### config.mk
export PLATFORM = sky130hd
export DESIGN_NAME = wconv_window
export DESIGN_NICKNAME = d
export VERILOG_FILES = /design/src/rtl/wconv_pkg.sv /design/src/rtl/wconv_setup_timer.sv /design/src/rtl/wconv_dual_cnt.sv /design/src/rtl/wconv_beam_wdog.sv /design/src/rtl/wconv_window.sv
export SDC_FILE = /design/constraint.sdc
export NUM_CORES = 1
export LEC_CHECK = 0
export CAP_MARGIN = 20
export CORE_MARGIN = 8
export CORE_UTILIZATION = 56
export DETAILED_ROUTE_END_ITERATION = 7
export DONT_BUFFER_PORTS = 1
export HOLD_SLACK_MARGIN = 0.06
export PLACE_DENSITY = 0.74
export SYNTH_ARGS = -nofsm -noshare
export SYNTH_HDL_FRONTEND = slang
export SYNTH_SLANG_ARGS = --single-unit
### constraint.sdc
create_clock -name clk_i -period 1.9 [get_ports clk_i]
set_input_delay 0.285 -clock clk_i [delete_from_list [all_inputs] [get_ports clk_i]]
set_output_delay 0.285 -clock clk_i [all_outputs]
set_load 0.03 [all_outputs]
### src/rtl/wconv_pkg.sv
package wconv_pkg;

  typedef enum logic [1:0] {
    WC_IDLE  = 2'd0,
    WC_SETUP = 2'd1,
    WC_CONV  = 2'd2
  } wc_state_e;

  localparam int unsigned WC_RES_MIN = 9;

  // Resolution in bits for a select value.
  function automatic int unsigned wc_res_bits(input logic [1:0] sel);
    return WC_RES_MIN + int'(unsigned'(sel));
  endfunction

  // Index of the last conversion cycle: two codes per clock period.
  function automatic int unsigned wc_last_cycle(input logic [1:0] sel);
    return (32'd1 << (wc_res_bits(sel) - 1)) - 32'd1;
  endfunction

  // Code reported on reaching full scale.
  function automatic int unsigned wc_full_code(input logic [1:0] sel);
    return (32'd1 << wc_res_bits(sel)) - 32'd1;
  endfunction

endpackage

### src/rtl/wconv_setup_timer.sv
module wconv_setup_timer #(
  parameter int OVH_W = 8
) (
  input  logic             clk_i,
  input  logic             rst_n_i,
  input  logic             load_i,
  input  logic [OVH_W-1:0] ovh_i,
  input  logic             run_i,
  output logic             last_o
);

  logic [OVH_W-1:0] rem_q;

  always_ff @(posedge clk_i) begin
    if (!rst_n_i) begin
      rem_q <= '0;
    end else if (load_i) begin
      rem_q <= ovh_i;
    end else if (run_i && rem_q != '0) begin
      rem_q <= rem_q - 1'b1;
    end
  end

  // Final setup cycle: one remaining.
  assign last_o = run_i && (rem_q == OVH_W'(1));

endmodule

### src/rtl/wconv_dual_cnt.sv
module wconv_dual_cnt #(
  parameter int CYC_W = 11
) (
  input  logic             clk_i,
  input  logic             rst_n_i,
  input  logic             clr_i,
  input  logic             adv_i,
  input  logic [CYC_W-1:0] last_cyc_i,
  output logic [CYC_W-1:0] cyc_o,
  output logic             at_last_o
);

  logic [CYC_W-1:0] cyc_q;

  // Whole-period counter. The half-period (falling edge) bit is
  // appended by the owner at the moment the window closes.
  always_ff @(posedge clk_i) begin
    if (!rst_n_i) begin
      cyc_q <= '0;
    end else if (clr_i) begin
      cyc_q <= '0;
    end else if (adv_i && cyc_q != last_cyc_i) begin
      cyc_q <= cyc_q + 1'b1;
    end
  end

  assign cyc_o     = cyc_q;
  assign at_last_o = (cyc_q == last_cyc_i);

endmodule

### src/rtl/wconv_beam_wdog.sv
module wconv_beam_wdog #(
  parameter int LIMIT = 200,
  parameter int WD_W  = $clog2(LIMIT + 1)
) (
  input  logic            clk_i,
  input  logic            rst_n_i,
  input  logic            clr_i,
  input  logic            arm_i,
  input  logic            tick_i,
  output logic            expire_o,
  output logic [WD_W-1:0] cnt_o
);

  logic [WD_W-1:0] cnt_q;
  logic            tick_in;

  assign tick_in  = arm_i && tick_i;
  assign expire_o = tick_in && (cnt_q == WD_W'(LIMIT - 1));

  always_ff @(posedge clk_i) begin
    if (!rst_n_i) begin
      cnt_q <= '0;
    end else if (clr_i) begin
      cnt_q <= '0;
    end else if (tick_in && cnt_q != WD_W'(LIMIT)) begin
      cnt_q <= cnt_q + 1'b1;
    end
  end

  assign cnt_o = cnt_q;

endmodule

### src/rtl/wconv_window.sv
module wconv_window
  import wconv_pkg::*;
#(
  parameter int CODE_W     = 12,
  parameter int OVH_W      = 8,
  parameter int WDOG_LIMIT = 200
) (
  input  logic              clk_i,
  input  logic              rst_n_i,
  input  logic              start_i,
  input  logic [1:0]        res_sel_i,
  input  logic [OVH_W-1:0]  ovh_i,
  input  logic              beam_tick_i,
  input  logic              cmp_stop_i,
  input  logic              cmp_half_i,
  output logic              win_o,
  output logic [CODE_W-1:0] code_o,
  output logic              done_o,
  output logic              tout_o
);

  localparam int CYC_W = CODE_W - 1;
  localparam int WD_W  = $clog2(WDOG_LIMIT + 1);

  wc_state_e        state_q, state_d;
  logic [1:0]       res_q;
  logic [CODE_W-1:0] code_q;
  logic             done_q, tout_q;

  // Named internal events
  logic             start_acc;
  logic             in_setup, in_conv, win_open;
  logic             setup_last;
  logic             cnv_full, cnv_stop;
  logic             wd_expire;
  logic             end_done, end_tout;
  logic [CYC_W-1:0] cyc_cnt;
  logic [CYC_W-1:0] last_cyc;
  logic [WD_W-1:0]  wd_cnt;
  logic             at_last;

  assign in_setup  = (state_q == WC_SETUP);
  assign in_conv   = (state_q == WC_CONV);
  assign win_open  = in_setup || in_conv;
  assign start_acc = start_i && (state_q == WC_IDLE);
  assign last_cyc  = CYC_W'(wc_last_cycle(res_q));

  wconv_setup_timer #(.OVH_W(OVH_W)) u_setup (
    .clk_i   (clk_i),
    .rst_n_i (rst_n_i),
    .load_i  (start_acc),
    .ovh_i   (ovh_i),
    .run_i   (in_setup),
    .last_o  (setup_last)
  );

  wconv_dual_cnt #(.CYC_W(CYC_W)) u_cnt (
    .clk_i      (clk_i),
    .rst_n_i    (rst_n_i),
    .clr_i      (start_acc),
    .adv_i      (in_conv),
    .last_cyc_i (last_cyc),
    .cyc_o      (cyc_cnt),
    .at_last_o  (at_last)
  );

  wconv_beam_wdog #(.LIMIT(WDOG_LIMIT), .WD_W(WD_W)) u_wdog (
    .clk_i    (clk_i),
    .rst_n_i  (rst_n_i),
    .clr_i    (start_acc),
    .arm_i    (win_open),
    .tick_i   (beam_tick_i),
    .expire_o (wd_expire),
    .cnt_o    (wd_cnt)
  );

  assign cnv_full = in_conv && at_last;
  assign cnv_stop = in_conv && cmp_stop_i;
  // Watchdog outranks every normal ending in the same cycle.
  assign end_tout = wd_expire;
  assign end_done = !wd_expire && (cnv_stop || cnv_full);

  always_comb begin
    state_d = state_q;
    unique case (state_q)
      WC_IDLE: begin
        if (start_acc) state_d = (ovh_i == '0) ? WC_CONV : WC_SETUP;
      end
      WC_SETUP: begin
        if (end_tout)        state_d = WC_IDLE;
        else if (setup_last) state_d = WC_CONV;
      end
      WC_CONV: begin
        if (end_tout || end_done) state_d = WC_IDLE;
      end
      default: state_d = WC_IDLE;
    endcase
  end

  always_ff @(posedge clk_i) begin
    if (!rst_n_i) begin
      state_q <= WC_IDLE;
      res_q   <= '0;
      code_q  <= '0;
      done_q  <= 1'b0;
      tout_q  <= 1'b0;
    end else begin
      state_q <= state_d;
      done_q  <= end_done;
      tout_q  <= end_tout;
      if (start_acc) res_q <= res_sel_i;
      if (end_tout) begin
        code_q <= {cyc_cnt, 1'b0};
      end else if (end_done) begin
        code_q <= {cyc_cnt, (cnv_stop ? cmp_half_i : 1'b1)};
      end
    end
  end

  assign win_o  = win_open;
  assign code_o = code_q;
  assign done_o = done_q;
  assign tout_o = tout_q;

endmodule

==> impl_metrics.yaml, run 1 <==
status:
  outcome: "finished clean"
critical_path:
  cp_max_fo: 4
  crit_path_end_kind: "register"
  critPathArrivalTime_ns: 2.05
  crit_start: "state_q[1]"
  critPathRequiredTime_ns: 2.11
  path_class: "reg -> reg"
  reg2reg_from: "state_q[1]"
  reg2reg_depth: 7
  critPathLaunchType: "register"
floorplan:
  die_x_um: 79.7
  fp.dieH_um: 79.7
  io_pins: 31
  rows: 23
  core_mm2: 0.00394
  start_util_pct: 57.6
  die-area_mm2: 0.00635
place:
  dp_hpwl_mm: 3.65
  io_buffers: 0
  placed_area_mm2: 0.00246
  finalWeightedCongestion: 0.877
hold_path:
  min_path_cells: 2
  hold_class: "in -> reg"
  min_from: "rst_n_i"
synth:
  netlist_instances: 271
  synth_nets: 296
  synth_area_mm2: 0.00227
  synth-main-ff-cell: "dfxtp_1"
  synth.avg_cell_area_um2: 8.38
  ys_types: 49
  ys_async_sr_fraction_pct: 0
  synth-edff-count: 0
  synth-seq-area-share_pct: 39.6
  ys_warn_count: 0
  ys_ff_latch: 45
global_routing:
  antenna_found_initial: 0
  track_usage_pct: 16.5
  grt_overflow_total: 0
  grt_pass1_vias: 1959
  grt_max_degree: 20
  grt_pass1_wl_mm: 8.58
route:
  routed_via_density: 5.88
  drt_wl_total_mm: 5.13
  remaining_drc_errors: 0
  drtAntennaViolNets: 0
  routedWlPerCell_um: 15.0
  firstDrtPassIters: 4
  via_count: 2010
  drt_iter0_markers: 92
timing:
  setup_viol: 0
  clock.fmax_mhz: 541
  rsz0062_at_grt: "yes"
  maxSlewHeadroom_pct: 64.1
  finClkSkew_ns: 0.00869
  slew_violations: 0
  tightest_slew_ns: 0.538
  hold_viol: 0
  min_period_over_period_pct: 97.2
  fin_crit_ns: 1.85
cells_and_area:
  fillCellCount: 297
  final_core_util_pct: 67.7
  seq_area_um2: 907
  diodes: 0
  layout-drive-gt1-share_pct: 19.5
  multi_input_area_mm2: 0.00130
  nets: 316
  area_delta_synth_final_pct: 17.5
  fin_area_mm2: 0.00267
clock_network:
  cts_root_buffer: "clkbuf_8"
  cts.htree.levels: 2
  cts_made_buffers: 5
  tritoncts: "done"
  clock-sinks: 45
  cts_hold_buf: 0
  clk_path_buf_depth: 2
  clkTransAtPathRegs_ns: 0.08
  clkLatencyLatePin_ns: 0.30
power_and_ir_drop:
  peakVddDrop_v: 0.000888
  p_leak_nw: 0.908
  power.density_mw_per_mm2: 1190
flow_run:
  cap_violations: 0
logic make-up after synthesis:
kind of cell,count (synthesis),synth area share [%]
fa+ha+maj,9,4.96
compound gates,78,21.7
mux,2,0.881
flops,45,39.6
buf+inv,27,5.56
simple gates,97,22.2
xor+xnor,13,5.01
Yosys cell counts, types with 2 or more instances:
cell type | instances | area [um^2]
a21oi_1 | 35 | 175
and3_1 | 2 | 12.5
buf_2 | 2 | 10.0
buf_4 | 2 | 15.0
buf_6 | 2 | 22.5
clkbuf_1 | 8 | 30.0
dfxtp_1 | 45 | 901
ha_1 | 9 | 113
inv_1 | 12 | 45.0
mux2i_1 | 2 | 20.0
nand2_1 | 21 | 78.8
nand2b_1 | 2 | 12.5
nand3_1 | 21 | 105
nand3b_1 | 2 | 15.0
nand4_1 | 3 | 18.8
nor2_1 | 17 | 63.8
nor3_1 | 8 | 40.0
nor4_1 | 4 | 25.0
o21ai_0 | 9 | 45.0
o21ai_1 | 14 | 70.1
o31ai_1 | 4 | 30.0
or3_1 | 4 | 25.0
or4_1 | 6 | 45.0
xnor2_1 | 5 | 43.8
xor2_1 | 8 | 70.1
area by class of cell:
type | count | share of cell area (%)
Multi-Input combinational cell | 199 | 48.6
Tap cell | 50 | 2.34
Clock buffer | 5 | 2.58
Timing Repair Buffer | 27 | 8.20
Sequential cell | 45 | 34.0
Clock inverter | 3 | 2.44
Inverter | 13 | 1.83
cell usage in the layout, fill, tap and decap left out, types with 2 or more instances in the layout:
cell / count
dfxtp_2: 5
or3_1: 3
mux2i_1: 2
a21oi_1: 34
and3_1: 2
or3_4: 2
nand2b_1: 2
inv_2: 2
nand3b_1: 2
clkbuf_8: 5
nand4_1: 3
inv_1: 10
dfxtp_1: 40
o31ai_1: 4
nor3_1: 8
buf_4: 25
bufinv_16: 2
o21ai_1: 14
o21ai_0: 9
nor4_1: 4
ha_1: 7
nand2_1: 21
a21oi_2: 2
nor2_1: 17
xor2_1: 8
or4_1: 6
xnor2_1: 5
nand3_1: 21
critical path, cell delays in order, from the launching register on:
cell and delay (ns):
dfxtp_2 0.34, inv_2 0.05, ha_4 0.26, nand4_1 0.11, or3_4 0.39, a32oi_4 0.27, o41ai_4 0.13, a221oi_2 0.21
per-stage QoR:
stage | TNS, ns | hold slack [ns] | total power [mW] | setup WS, ns | instances
final | 0 | 0.121 | 3.17 | 0.0528 | 342
after global routing | -0.0633 | 0.107 | 3.37 | -0.0484 | 342
after CTS | 0 | 0.113 | 3.10 | 0.0171 | 339
after detailed placement | -0.194 | 0.430 | 2.25 | -0.0618 | 331
after global placement | -0.0605 | 0.428 | 2.23 | -0.0457 | 331
after floorplan | 0 | 0.432 | 1.96 | 0.00562 | 271
where the power goes:
group	switching, mW	internal (mW)	total, mW	leakage [nW]
Sequential	0.116	1.06	1.17	0.367
Clock	0.320	0.522	0.842	0.0681
Combinational	0.641	0.514	1.15	0.473
path summary, 6_finish.rpt:
check | endpoint | slack, ns
setup / recovery | state_q[1] | 0.05
hold / removal | u_setup.rem_q[6] | 0.12
setup reg to reg | state_q[1] | 0.05
hold reg to reg | u_cnt.cyc_o[10] | 0.51
repair_timing:
item,4_1_cts,5_1_grt
gates resized for setup,3,11
setup buffers,0,3
hold endpoints to repair,0,0
pin swaps,0,3
setup endpoints to repair,13,10
state kept, by name, indices dropped and copies added, names as in the netlist:
| name | count |
|---|---|
| done_o | 1 |
| u_cnt.cyc_o | 11 |
| u_setup.rem_q | 8 |
| code_o | 12 |
| tout_o | 1 |
| res_q | 2 |
| state_q | 2 |
| u_wdog.cnt_o | 8 |
metal layers:
metal	share of wire (%)	GRT usage [%]	wire length, um
met1	42	18.0	2150
met2	50	28.6	2570
met3	7.0	5.97	357
met4	1.0	6.30	52
met5	0	0	0
Power figures use the tool's default switching activity.
==> inputs of run 2 (changes only) <==
PLACE_DENSITY = unset   (was 0.74)
PLACE_DENSITY_LB_ADDON = 0.12   (was unset)
REMOVE_ABC_BUFFERS = 1   (was unset)
==> run 2 against run 1 <==
Compared with the run above: cell area fell by 4.9%; critical endpoint unchanged; global-route usage fell by 0.65 points; highest routed layer unchanged; hold slack got worse by 0.0052 ns.
==> impl_metrics.yaml, run 2 (synthesis results as in run 1) <==
critical_path:
  critPathRequiredTime_ns: 2.12
  path_class: "reg -> reg"
  critPathArrivalTime_ns: 2.07
  cp_max_fo: 3
  cp_top_family: "simple AND/OR/NAND/NOR gates"
  critPathLaunchType: "register"
  crit_path_end_kind: "register"
  crit_chain: "inv_1 -> ha_1 -> nand4_1 -> nor3_1 -> buf_4 -> or4_1 -> a221oi_2"
  slowest_stage: "or4_1"
  cp_slowest_stage_delay_ns: 0.48
  timing.critical_path.buf_inv: 2
cells_and_area:
  fin_area_mm2: 0.00254
  layout-drive-gt1-share_pct: 16.1
  nets: 312
  final_common_cell: "dfxtp_1"
  largest_reg_flops: 12
  diodes: 0
  layout_common_cells: "43 x dfxtp_1, 34 x a21oi_1, 23 x buf_4, 21 x nand3_1, 20 x nand2_1"
  area_delta_synth_final_pct: 11.7
floorplan:
  io_pins: 31
  die-area_mm2: 0.00635
  core_mm2: 0.00394
  die_x_um: 79.7
  rows: 23
  fp.dieH_um: 79.7
  start_util_pct: 57.6
clock_network:
  clkLatencyLatePin_ns: 0.30
  clock-sinks: 45
  clkTransAtPathRegs_ns: 0.07
  tritoncts: "done"
  cts_made_buffers: 5
  cts_root_buffer: "clkbuf_8"
  clk_path_buf_depth: 2
  cts.htree.levels: 2
  cts_hold_buf: 0
route:
  drtAntennaViolNets: 0
  drt_iter0_markers: 133
  routedWlPerCell_um: 13.8
  remaining_drc_errors: 0
  via_count: 1930
  firstDrtPassIters: 4
  routed_via_density: 5.74
  drt_wl_total_mm: 4.64
timing:
  setup_viol: 0
  finClkSkew_ns: 0.00524
  maxSlewHeadroom_pct: 67.6
  min_period_over_period_pct: 97.2
  whs_ns: 0.116
  worst_slack_ns: 0.0536
  fin_tns_setup_ns: 0
  slew_violations: 0
  fin_crit_ns: 1.85
  hold_viol: 0
  clock.fmax_mhz: 542
  tightest_slew_ns: 0.485
  rsz0062_at_grt: "yes"
global_routing:
  grtUsageMet2_pct: 27.5
  grt_overflow_total: 0
  busiest_layer: "met2"
  antenna_found_initial: 0
  track_usage_pct: 15.9
  grt_pass1_vias: 1876
  grt_use_met3_pct: 5.29
  grt.met1_usage_pct: 17.2
  grt_max_degree: 18
  grt_pass1_wl_mm: 8.23
place:
  dp_worst_setup_slack_ns: 0.0213
  finalWeightedCongestion: 0.853
  placed_area_mm2: 0.00242
  io_buffers: 0
  dp_hpwl_mm: 3.48
flow_run:
  cap_violations: 0
hold_path:
  hold_class: "in -> reg"
power_and_ir_drop:
  power_mw: 2.72
  peakVddDrop_v: 0.000585
  power.density_mw_per_mm2: 1070
  p_leak_nw: 0.858
status:
  outcome: "finished clean"
run 2: changes by cell type in the layout (fill, tap and decap cells not counted), sizes merged:
cell / change
buf: -4
bufinv: -2
run 2: layout make-up:
| cell class | instances | area, um^2 |
|---|---|---|
| fillers | 338 | 1400 |
| multi-input cells | 199 | 1280 |
| flip-flops and latches | 45 | 903 |
| repair buffers | 23 | 173 |
| clock buffers | 5 | 68.8 |
| well taps | 50 | 62.6 |
| inverters | 13 | 48.8 |
| clock inverters | 1 | 5.00 |
run 2: what timing repair did:
| action | CTS | global route |
|---|---|---|
| resized for setup | 2 | 6 |
| endpoints found under the setup margin | 2 | 19 |
| setup buffers | 0 | 1 |
| pin swaps | 0 | 2 |
run 2: per-layer routing:
layer  up-vias  part of all wire [%]
met5         -                     0
met4         0                   1.7
met3         7                   7.1
met2        42                    48
met1       870                    43
li1       1011                     -
run 2: where the power goes:
part / switching (mW) / total, mW / internal [mW]
registers: 0.113 / 1.17 / 1.05
clock network: 0.291 / 0.533 / 0.242
logic: 0.590 / 1.02 / 0.434
total: 0.994 / 2.72 / 1.73
run 2: worst paths after layout:
kind	startpoint	to	slack (ns)	cells past startpoint
worst min-delay path	rst_n_i	u_setup.rem_q[7]	0.12	2
worst min register to register	res_q[1]	res_q[1]	0.49	2
worst max register to register	state_q[0]	state_q[1]	0.05	7
worst max-delay path	state_q[0]	state_q[1]	0.05	7
run 2: through the flow:
stage / cells / utilization [%]
finish: 336 / 64.4
global route: 336 / 64.4
CTS: 335 / 63.5
detailed placement: 329 / 61.4
global placement: 329 / 61.4
floorplan: 257 / -
==> inputs of run 3 (changes only) <==
CORE_ASPECT_RATIO = 1.4   (was unset)
==> run 3 against run 2 <==
Compared with the run above: setup slack worse by 0.039 ns; sequential share of layout area down 2.2 points; sequential cell count unchanged; first-iteration DRC count up 31%; clock skew down 0.00080 ns; largest cell class unchanged; largest power group is now combinational cells.
==> impl_metrics.yaml, run 3 (synthesis results as in run 1) <==
status:
  outcome: "finished clean"
global_routing:
  grt_pass1_vias: 1999
  grt_max_degree: 16
  grt_overflow_total: 0
  antenna_found_initial: 0
  track_usage_pct: 16.3
  grt_pass1_wl_mm: 8.83
timing:
  finClkSkew_ns: 0.00444
  clock.fmax_mhz: 530
  whs_ns: 0.114
  min_period_over_period_pct: 99.2
  setup_viol: 0
  rsz0062_at_grt: "yes"
  slew_violations: 0
  hold_viol: 0
  fin_crit_ns: 1.89
  maxSlewHeadroom_pct: 67.8
  tightest_slew_ns: 0.483
hold_path:
  min_path_cells: 2
  min_from: "rst_n_i"
  hold_class: "in -> reg"
  hold_end: "u_setup.rem_q[6]"
power_and_ir_drop:
  power.density_mw_per_mm2: 1140
  power_switching_mw: 1.11
  switching_share_pct: 35.8
  comb_power_share_pct: 39.1
  peakVddDrop_v: 0.00102
  p_leak_nw: 0.928
  seq_power_share_pct: 38.3
  p_clk_share_pct: 22.6
  p_int_mw: 1.98
cells_and_area:
  area_delta_synth_final_pct: 19.4
  final_common_cell: "dfxtp_1"
  layout-drive-gt1-share_pct: 23.2
  layout_common_cells: "42 x dfxtp_1, 33 x buf_4, 32 x a21oi_1, 21 x nand3_1, 20 x nand2_1"
  nets: 322
  diodes: 0
  finalNonFillerCells: 340
  largest_reg_flops: 12
floorplan:
  fp.dieH_um: 91.4
  rows: 27
  die-area_mm2: 0.00638
  start_util_pct: 58.0
  die_x_um: 69.8
  io_pins: 31
  core_mm2: 0.00392
critical_path:
  reg2reg_depth: 7
  crit_chain: "inv_2 -> ha_4 -> nand4_1 -> or3_4 -> a32oi_4 -> o41ai_4 -> a221oi_2"
  crit_path_end_kind: "register"
  cp_slowest_stage_delay_ns: 0.39
  critPathArrivalTime_ns: 2.10
  reg2reg_slack_ns: 0.01
  path_class: "reg -> reg"
  critPathRequiredTime_ns: 2.11
  r2r_end: "state_q[1]"
  reg2reg_from: "state_q[0]"
  critPathLaunchType: "register"
  slowest_stage: "or3_4"
  cp_max_fo: 4
clock_network:
  cts.htree.levels: 2
  cts_made_buffers: 5
  tritoncts: "done"
  clk_path_buf_depth: 2
  cts_root_buffer: "clkbuf_8"
  clock-sinks: 45
  cts_hold_buf: 0
  clkTransAtPathRegs_ns: 0.08
  clkLatencyLatePin_ns: 0.30
route:
  routedWlPerCell_um: 15.3
  drt_wl_total_mm: 5.20
  remaining_drc_errors: 0
  drtAntennaViolNets: 0
  drt_iter0_markers: 174
  routed_via_density: 5.94
  firstDrtPassIters: 4
  via_count: 2020
flow_run:
  cap_violations: 0
place:
  io_buffers: 0
  dp_hpwl_mm: 3.75
  finalWeightedCongestion: 0.803
  dp_cells: 325
## run 3: final cells by class
type                            count  area (um^2)
Tap cell                           43         53.8
Clock inverter                      2         35.0
Clock buffer                        5         68.8
Inverter                           13         48.8
Multi-Input combinational cell    199         1350
Sequential cell                    45          905
Timing Repair Buffer               33          248
Fill cell                         337         1210
## run 3: layer usage
layer	up-vias	share of wire, %	GRT usage, %	wire, um
met5	-	0	0	0
met4	0	1.8	7.56	96
met3	8	5.6	5.88	292
met2	40	54	29.0	2830
met1	945	38	16.5	1990
li1	1027	-	-	-
## run 3: critical path: cells and delay by family, from the launching register on
kind,cells,cell delay [ns]
AND/OR/NAND/NOR,2,0.51
buffers and inverters,1,0.05
flip-flops,1,0.35
adder cells (fa/ha/maj),1,0.26
AO/OA/AOI/OAI,3,0.63
## run 3: how the worst max path moves through the flow
stage | from | end | slack, ns | depth (start not counted)
5_1_grt | state_q[0] | state_q[1] | -0.09 | 7
4_1_cts | state_q[0] | state_q[1] | 0.005 | 7
6_report | state_q[0] | state_q[1] | 0.01 | 7
3_5_place_dp | state_q[0] | state_q[1] | -0.07 | 7
3_3_place_gp | state_q[0] | state_q[1] | -0.06 | 7
2_1_floorplan | state_q[0] | state_q[1] | -0.17 | 7
## run 3: repair_timing
action,4_1_cts,5_1_grt
pin swaps,1,7
resized for setup,5,18
buffers inserted,0,8
setup endpoints to repair,9,21
## run 3: through the flow
stage	total power [mW]	area, um^2	setup slack, ns	util (%)	setup TNS (ns)
after global routing	3.29	2710	-0.0890	69.2	-0.121
final	3.09	2710	0.0146	69.2	0
after global placement	2.21	2440	-0.0636	62.2	-0.0773
after CTS	2.99	2580	0.00492	65.8	0
after floorplan	1.91	2190	-0.171	-	-0.990
after detailed placement	2.23	2440	-0.0708	62.2	-0.0988
## run 3: power by group through the flow
stage	Combinational [mW]	Sequential [mW]	Clock (mW)
finish	1.21	1.18	0.699
global route	1.33	1.20	0.761
CTS	1.11	1.17	0.718
detailed placement	1.04	1.19	0
global placement	1.03	1.18	0
floorplan	0.733	1.17	0
